`config.mk`:
```
export PLATFORM = sky130hd
export DESIGN_NAME = gpio_setclr_top
export DESIGN_NICKNAME = d
export VERILOG_FILES = /design/src/rtl/gpio_sc_pkg.sv /design/src/rtl/gpio_sc_bank.sv /design/src/rtl/gpio_sc_sync.sv /design/src/rtl/gpio_sc_pad.sv /design/src/rtl/gpio_setclr_top.sv
export SDC_FILE = /design/constraint.sdc
export NUM_CORES = 1
export LEC_CHECK = 0
export ABC_AREA = 1
export BUFFER_PORTS_ARGS = -buffer_cell sky130_fd_sc_hd__buf_2
export CELL_PAD_IN_SITES_DETAIL_PLACEMENT = 1
export CELL_PAD_IN_SITES_GLOBAL_PLACEMENT = 1
export CORE_MARGIN = 2
export CORE_UTILIZATION = 38
export DETAILED_ROUTE_END_ITERATION = 10
export GPL_TIMING_DRIVEN = 0
export HOLD_SLACK_MARGIN = 0.06
export PLACE_DENSITY_LB_ADDON = 0.05
export SETUP_SLACK_MARGIN = 0.05
export SLEW_MARGIN = 10
export SYNTH_ARGS = -nofsm -noshare
export SYNTH_HDL_FRONTEND = slang
export SYNTH_HIERARCHICAL = 1
export SYNTH_SLANG_ARGS = --single-unit
```
`constraint.sdc`:
```
create_clock -name clk -period 1.1 [get_ports clk]
set_input_delay 0.055 -clock clk [delete_from_list [all_inputs] [get_ports clk]]
set_output_delay 0.055 -clock clk [all_outputs]
set_load 0.005 [all_outputs]
```
`src/rtl/gpio_sc_pkg.sv`:
```
package gpio_sc_pkg;
  localparam int ATTR_N = 8;

  typedef enum int {
    A_VAL  = 0,
    A_OE   = 1,
    A_OD   = 2,
    A_OINV = 3,
    A_PU   = 4,
    A_PD   = 5,
    A_IE   = 6,
    A_IINV = 7
  } attr_e;

  localparam logic [7:0] RB_OFFSET = 8'h30;

  // Byte offset of each attribute register inside one bank.
  function automatic logic [7:0] attr_offset(input int idx);
    case (idx)
      A_VAL:   return 8'h00;
      A_OE:    return 8'h04;
      A_OD:    return 8'h08;
      A_OINV:  return 8'h0C;
      A_PU:    return 8'h18;
      A_PD:    return 8'h1C;
      A_IE:    return 8'h20;
      default: return 8'h24;
    endcase
  endfunction
endpackage

```
`src/rtl/gpio_sc_bank.sv`:
```
module gpio_sc_bank
  import gpio_sc_pkg::*;
#(
  parameter int HALF  = 16,
  parameter int OFF_W = 7
) (
  input  logic                             clk,
  input  logic                             rst_n,
  input  logic                             wr_en,
  input  logic [OFF_W-1:0]                 off,
  input  logic [2*HALF-1:0]                wdata,
  output logic [ATTR_N-1:0][HALF-1:0]      attr_q
);
  // Clear wins over set for the same pin.
  function automatic logic [HALF-1:0] setclr(input logic [HALF-1:0] old,
                                              input logic [2*HALF-1:0] w);
    return (old | w[HALF-1:0]) & ~w[2*HALF-1:HALF];
  endfunction

  logic [7:0] off8;
  assign off8 = 8'(off);

  logic [ATTR_N-1:0] hit;
  always_comb begin
    for (int i = 0; i < ATTR_N; i++)
      hit[i] = wr_en && (off8 == attr_offset(i));
  end

  always_ff @(posedge clk or negedge rst_n) begin
    if (!rst_n) begin
      attr_q <= '0;
    end else begin
      for (int i = 0; i < ATTR_N; i++)
        if (hit[i]) attr_q[i] <= setclr(attr_q[i], wdata);
    end
  end
endmodule

```
`src/rtl/gpio_sc_sync.sv`:
```
module gpio_sc_sync #(
  parameter int W = 32
) (
  input  logic         clk,
  input  logic         rst_n,
  input  logic [W-1:0] d,
  output logic [W-1:0] q
);
  logic [W-1:0] stage1;

  always_ff @(posedge clk or negedge rst_n) begin
    if (!rst_n) begin
      stage1 <= '0;
      q      <= '0;
    end else begin
      stage1 <= d;
      q      <= stage1;
    end
  end
endmodule

```
`src/rtl/gpio_sc_pad.sv`:
```
module gpio_sc_pad #(
  parameter int W = 32
) (
  input  logic [W-1:0] val,
  input  logic [W-1:0] oinv,
  input  logic [W-1:0] oe,
  input  logic [W-1:0] od,
  output logic [W-1:0] pad_out,
  output logic [W-1:0] pad_oe
);
  function automatic logic [1:0] drive(input logic v, input logic inv,
                                       input logic en, input logic odm);
    logic lvl;
    lvl = v ^ inv;
    if (odm) return {1'b0, en & ~lvl};  // {out, oe}: pull low or release
    return {lvl, en};
  endfunction

  always_comb begin
    for (int i = 0; i < W; i++)
      {pad_out[i], pad_oe[i]} = drive(val[i], oinv[i], oe[i], od[i]);
  end
endmodule

```
`src/rtl/gpio_setclr_top.sv`:
```
module gpio_setclr_top
  import gpio_sc_pkg::*;
#(
  parameter int HALF        = 16,
  parameter int BANKS       = 2,
  parameter int ADDR_W      = 8,
  parameter int BANK_STRIDE = 128
) (
  input  logic                    clk,
  input  logic                    rst_n,
  input  logic                    reg_we,
  input  logic [ADDR_W-1:0]       reg_addr,
  input  logic [2*HALF-1:0]       reg_wdata,
  output logic [2*HALF-1:0]       reg_rdata,
  input  logic [HALF*BANKS-1:0]   pad_in,
  output logic [HALF*BANKS-1:0]   pad_out,
  output logic [HALF*BANKS-1:0]   pad_oe,
  output logic [HALF*BANKS-1:0]   pad_pu,
  output logic [HALF*BANKS-1:0]   pad_pd,
  output logic [HALF*BANKS-1:0]   pin_level
);
  localparam int NPINS  = HALF * BANKS;
  localparam int OFF_W  = $clog2(BANK_STRIDE);
  localparam int BSEL_W = ADDR_W - OFF_W;

  logic [OFF_W-1:0]  off;
  logic [BSEL_W-1:0] bank_idx;
  logic [7:0]        off8;
  assign off      = reg_addr[OFF_W-1:0];
  assign bank_idx = reg_addr[ADDR_W-1:OFF_W];
  assign off8     = 8'(off);

  logic [ATTR_N-1:0][HALF-1:0]  bank_attr [BANKS];
  logic [ATTR_N-1:0][NPINS-1:0] attr_all;

  for (genvar b = 0; b < BANKS; b++) begin : g_bank
    gpio_sc_bank #(.HALF(HALF), .OFF_W(OFF_W)) u_bank (
      .clk    (clk),
      .rst_n  (rst_n),
      .wr_en  (reg_we && (int'(bank_idx) == b)),
      .off    (off),
      .wdata  (reg_wdata),
      .attr_q (bank_attr[b])
    );
    for (genvar a = 0; a < ATTR_N; a++) begin : g_flat
      assign attr_all[a][b*HALF +: HALF] = bank_attr[b][a];
    end
  end

  // Named attribute vectors, one bit per global pin.
  logic [NPINS-1:0] val_q, oe_q, od_q, oinv_q, pu_q, pd_q, ie_q, iinv_q;
  assign val_q  = attr_all[A_VAL];
  assign oe_q   = attr_all[A_OE];
  assign od_q   = attr_all[A_OD];
  assign oinv_q = attr_all[A_OINV];
  assign pu_q   = attr_all[A_PU];
  assign pd_q   = attr_all[A_PD];
  assign ie_q   = attr_all[A_IE];
  assign iinv_q = attr_all[A_IINV];

  logic [NPINS-1:0] sync_q;
  logic [NPINS-1:0] rb_all;

  gpio_sc_sync #(.W(NPINS)) u_sync (
    .clk   (clk),
    .rst_n (rst_n),
    .d     (pad_in),
    .q     (sync_q)
  );

  assign rb_all = sync_q ^ iinv_q;

  gpio_sc_pad #(.W(NPINS)) u_pad (
    .val     (val_q),
    .oinv    (oinv_q),
    .oe      (oe_q),
    .od      (od_q),
    .pad_out (pad_out),
    .pad_oe  (pad_oe)
  );

  assign pad_pu    = pu_q;
  assign pad_pd    = pd_q;
  assign pin_level = (ie_q & rb_all) | (~ie_q & val_q);

  // Read mux: attribute bits in the low half-word, zero above.
  logic [HALF-1:0] rd_bits;
  always_comb begin
    rd_bits = '0;
    if (int'(bank_idx) < BANKS) begin
      for (int a = 0; a < ATTR_N; a++)
        if (off8 == attr_offset(a)) rd_bits = bank_attr[bank_idx][a];
      if (off8 == RB_OFFSET) rd_bits = rb_all[int'(bank_idx)*HALF +: HALF];
    end
  end
  assign reg_rdata = {{HALF{1'b0}}, rd_bits};
endmodule

```
==> flow_summary.yaml <==
status:
  status: "finished, violations left"
  failed_checks: "hold timing, setup timing"
critical_path:
  cpMostUsedCell: "nand2_1"
  cp-start-kind: "flip-flop"
  critPathTopFamily: "simple AND/OR/NAND/NOR gates"
  crit_buf_inv: 2
  crit_path_cell_trace: "nand2_1, nand2_1, nand3_1, nand2_1, inv_1, nand3_1, nand2_2, nand4_1, buf_2"
  critPathKind: "reg2out"
  crit_fanout: 4
  cp_slowest_cell: "dfrtp_1"
  crit_arrival_ns: 2.04
  worst_setup_path_end_kind: "output port"
  critPathRequiredTime_ns: 1.04
  slowest_delay_ns: 0.45
power:
  leakagePower_nw: 15.2
  ir_worst_vdd_mv: 1.36
  power.density_nw_per_um2: 1060
finish:
  final_cell_mix: "nand2_1 (652), nor2_1 (463), nand2_2 (265)"
  drive_gt1_frac: 0.428
  fill_cells: 6038
  layout_commonest_cell: "nand2_1"
  final_util: 0.601
  nets: 3547
  syn2layout_area_growth_pct: 56.0
  diodes: 0
synthesis:
  synth_edf_count: 0
  avgSynthCellArea_um2: 6.74
  synthCells: 2867
  ys.flop_type: "dfrtp_1"
  synth_cell_type_count: 31
  ys_warn_count: 6
  yosysSeqAreaShare: 0.415
  ys_ff_latch: 320
  synth_area_um2: 19300
  async_flop_share: 1.00
global_routing:
  grt_usage: 0.389
  antenna_found_initial: 0
  grt_pass1_vias: 23800
  grt_overflow: 0
  grt_max_degree: 106
  grt_pass1_wl_um: 152000
timing:
  final_max_slew_viol_count: 0
  rsz0062_at_grt: "yes"
  final.setup_skew_ns: 0.0119
  min_period_over_period: 1.90
  hold_violations: 227
  whs_ns: -0.624
  finalCriticalPeriod_ns: 2.09
  fin_setup_tns_ns: -183.73
  max_slew_margin: 0.426
  tightest_slew_ns: 0.860
  fmax_ghz: 0.478
  fin_ws_ns: -0.991
  finalSetupViolations: 432
die:
  dieArea_um2: 52600
  core_area_um2: 50200
  rows: 82
  fp.dieW_um: 229
  initial_core_util: 0.385
  chipHeight_um: 229
  io_pins: 267
routing:
  dr.first_iter.drc_count: 2157
  avgViaCountPerCell: 5.62
  postRouteWirelength_um: 112000
  drc: 0
  dr_total_vias: 23400
  ant_nets: 0
  drt-wirelength-per-cell_um: 26.8
  drt_first_pass_iters: 5
cts:
  hold_buffers: 56
  clock_sinks: 320
  clk_latency_ns: 0.59
  cts_tree: "built"
  cts_buffers: 39
  clk_path_buf_depth: 3
  htreeDepth: 2
  cts_root_buf: "clkbuf_16"
  clkTransAtPathRegs_ns: 0.06
worst_hold_path:
  hp-class: "in2async"
placement:
  port_buffers: 233
  place.gp.congestion: 0.964
  dp_hpwl_um: 69900
run:
  max-cap-violations: 0
-- stage by stage --
| step | hold WS [ns] | cells | total power, mW | worst slack, ns | cell area (um2) |
|---|---|---|---|---|---|
| 2_1_floorplan | -0.241 | 2882 | 14.6 | -0.425 | 19800 |
| 3_3_place_gp | 0.162 | 3787 | 16.4 | -6.68 | 21800 |
| 3_5_place_dp | -0.0158 | 3790 | 16.6 | -1.30 | 21900 |
| 4_1_cts | -0.618 | 4116 | 31.1 | -0.951 | 27800 |
| 5_1_grt | -0.593 | 4173 | 32.8 | -1.08 | 30100 |
| 6_report | -0.624 | 4173 | 32.0 | -0.991 | 30100 |
-- power breakdown --
part,internal [mW],switching [mW],total (mW),leakage [nW]
clock,7.99,5.79,13.8,0.645
sequential,12.2,0.585,12.8,4.01
combinational,1.99,3.43,5.42,10.5
total,22.2,9.80,32.0,15.2
-- routing by layer --
metal / track usage / share of wire / routed length (um) / vias up
met3: 0.0555 / 0.082 / 9200 / 386
met2: 0.637 / 0.47 / 52200 / 1192
li1: - / - / - / 10100
met5: 0 / 0 / 0 / -
met4: 0.181 / 0.064 / 7150 / 0
met1: 0.508 / 0.39 / 43400 / 11800
-- synthesized netlist by cell type (all sizes together) (6+ instances only) --
master	count	share of area
clkbuf	61	0.012
o211ai	19	0.0074
xnor2	21	0.0095
buf	94	0.029
xor2	11	0.0050
nor2	527	0.11
dfrtp	320	0.41
o21ai	141	0.037
a21boi	16	0.0062
nor3	6	0.0041
inv	246	0.048
a21oi	6	0.0016
nand3	329	0.095
nand4	16	0.0052
mux2	10	0.0058
nand2	1040	0.21
-- final timing paths --
path                                                         startpoint  slack, ns                                  endpoint  cells past startpoint
max in group asynchronous                                         rst_n       0.37  g_bank[1].u_bank/attr_q[121]$_DFFE_PN0P_                      3
worst min register to register              u_sync/stage1[10]$_DFF_PN0_       0.35                    u_sync/q[10]$_DFF_PN0_                      0
worst max register to register   g_bank[1].u_bank/attr_q[6]$_DFFE_PN0P_      -0.30    g_bank[1].u_bank/attr_q[6]$_DFFE_PN0P_                      7
worst min-delay path                                              rst_n      -0.62   g_bank[0].u_bank/attr_q[80]$_DFFE_PN0P_                      1
worst max-delay path            g_bank[1].u_bank/attr_q[77]$_DFFE_PN0P_      -0.99                             reg_rdata[13]                      9
min in group clk                                            reg_addr[3]       0.02   g_bank[1].u_bank/attr_q[35]$_DFFE_PN0P_                      5
-- logic make-up (layout without fill, tap and decap cells) --
logic type             count (synthesis)  count (layout)  synth area share
XOR/XNOR                              32              32            0.0145
AND/OR/NAND/NOR                     1921            1921             0.425
multiplexers                          10              10           0.00583
AO/OA/AOI/OAI                        182             182            0.0517
buffers and inverters                401            1020            0.0884
flip-flops                           320             320             0.415
other                                  1              16          0.000194
-- repair_timing --
| action | CTS | global route |
|---|---|---|
| pin swaps | 151 | 185 |
| setup endpoints to repair | 410 | 432 |
| buffers inserted | 174 | 85 |
| hold endpoints to repair | 406 | 230 |
| resized for setup | 593 | 568 |
| cloned | 26 | 8 |
-- sequential cells by signal (all words and copies together) (netlist names) --
name / count
g_bank.u_bank/attr_q: 256
u_sync/q: 32
u_sync/stage1: 32
-- layout make-up --
type,instances,area [um2],area share
plain buffers,150,1200,0.0400
clock buffers,56,1110,0.0368
clock inverters,14,196,0.00652
inverters,246,1010,0.0337
multi-input cells,2161,12400,0.412
flip-flops and latches,320,8130,0.270
well taps,672,841,0.0279
repair buffers,554,5220,0.173
(Power assumes the default switching activity.)
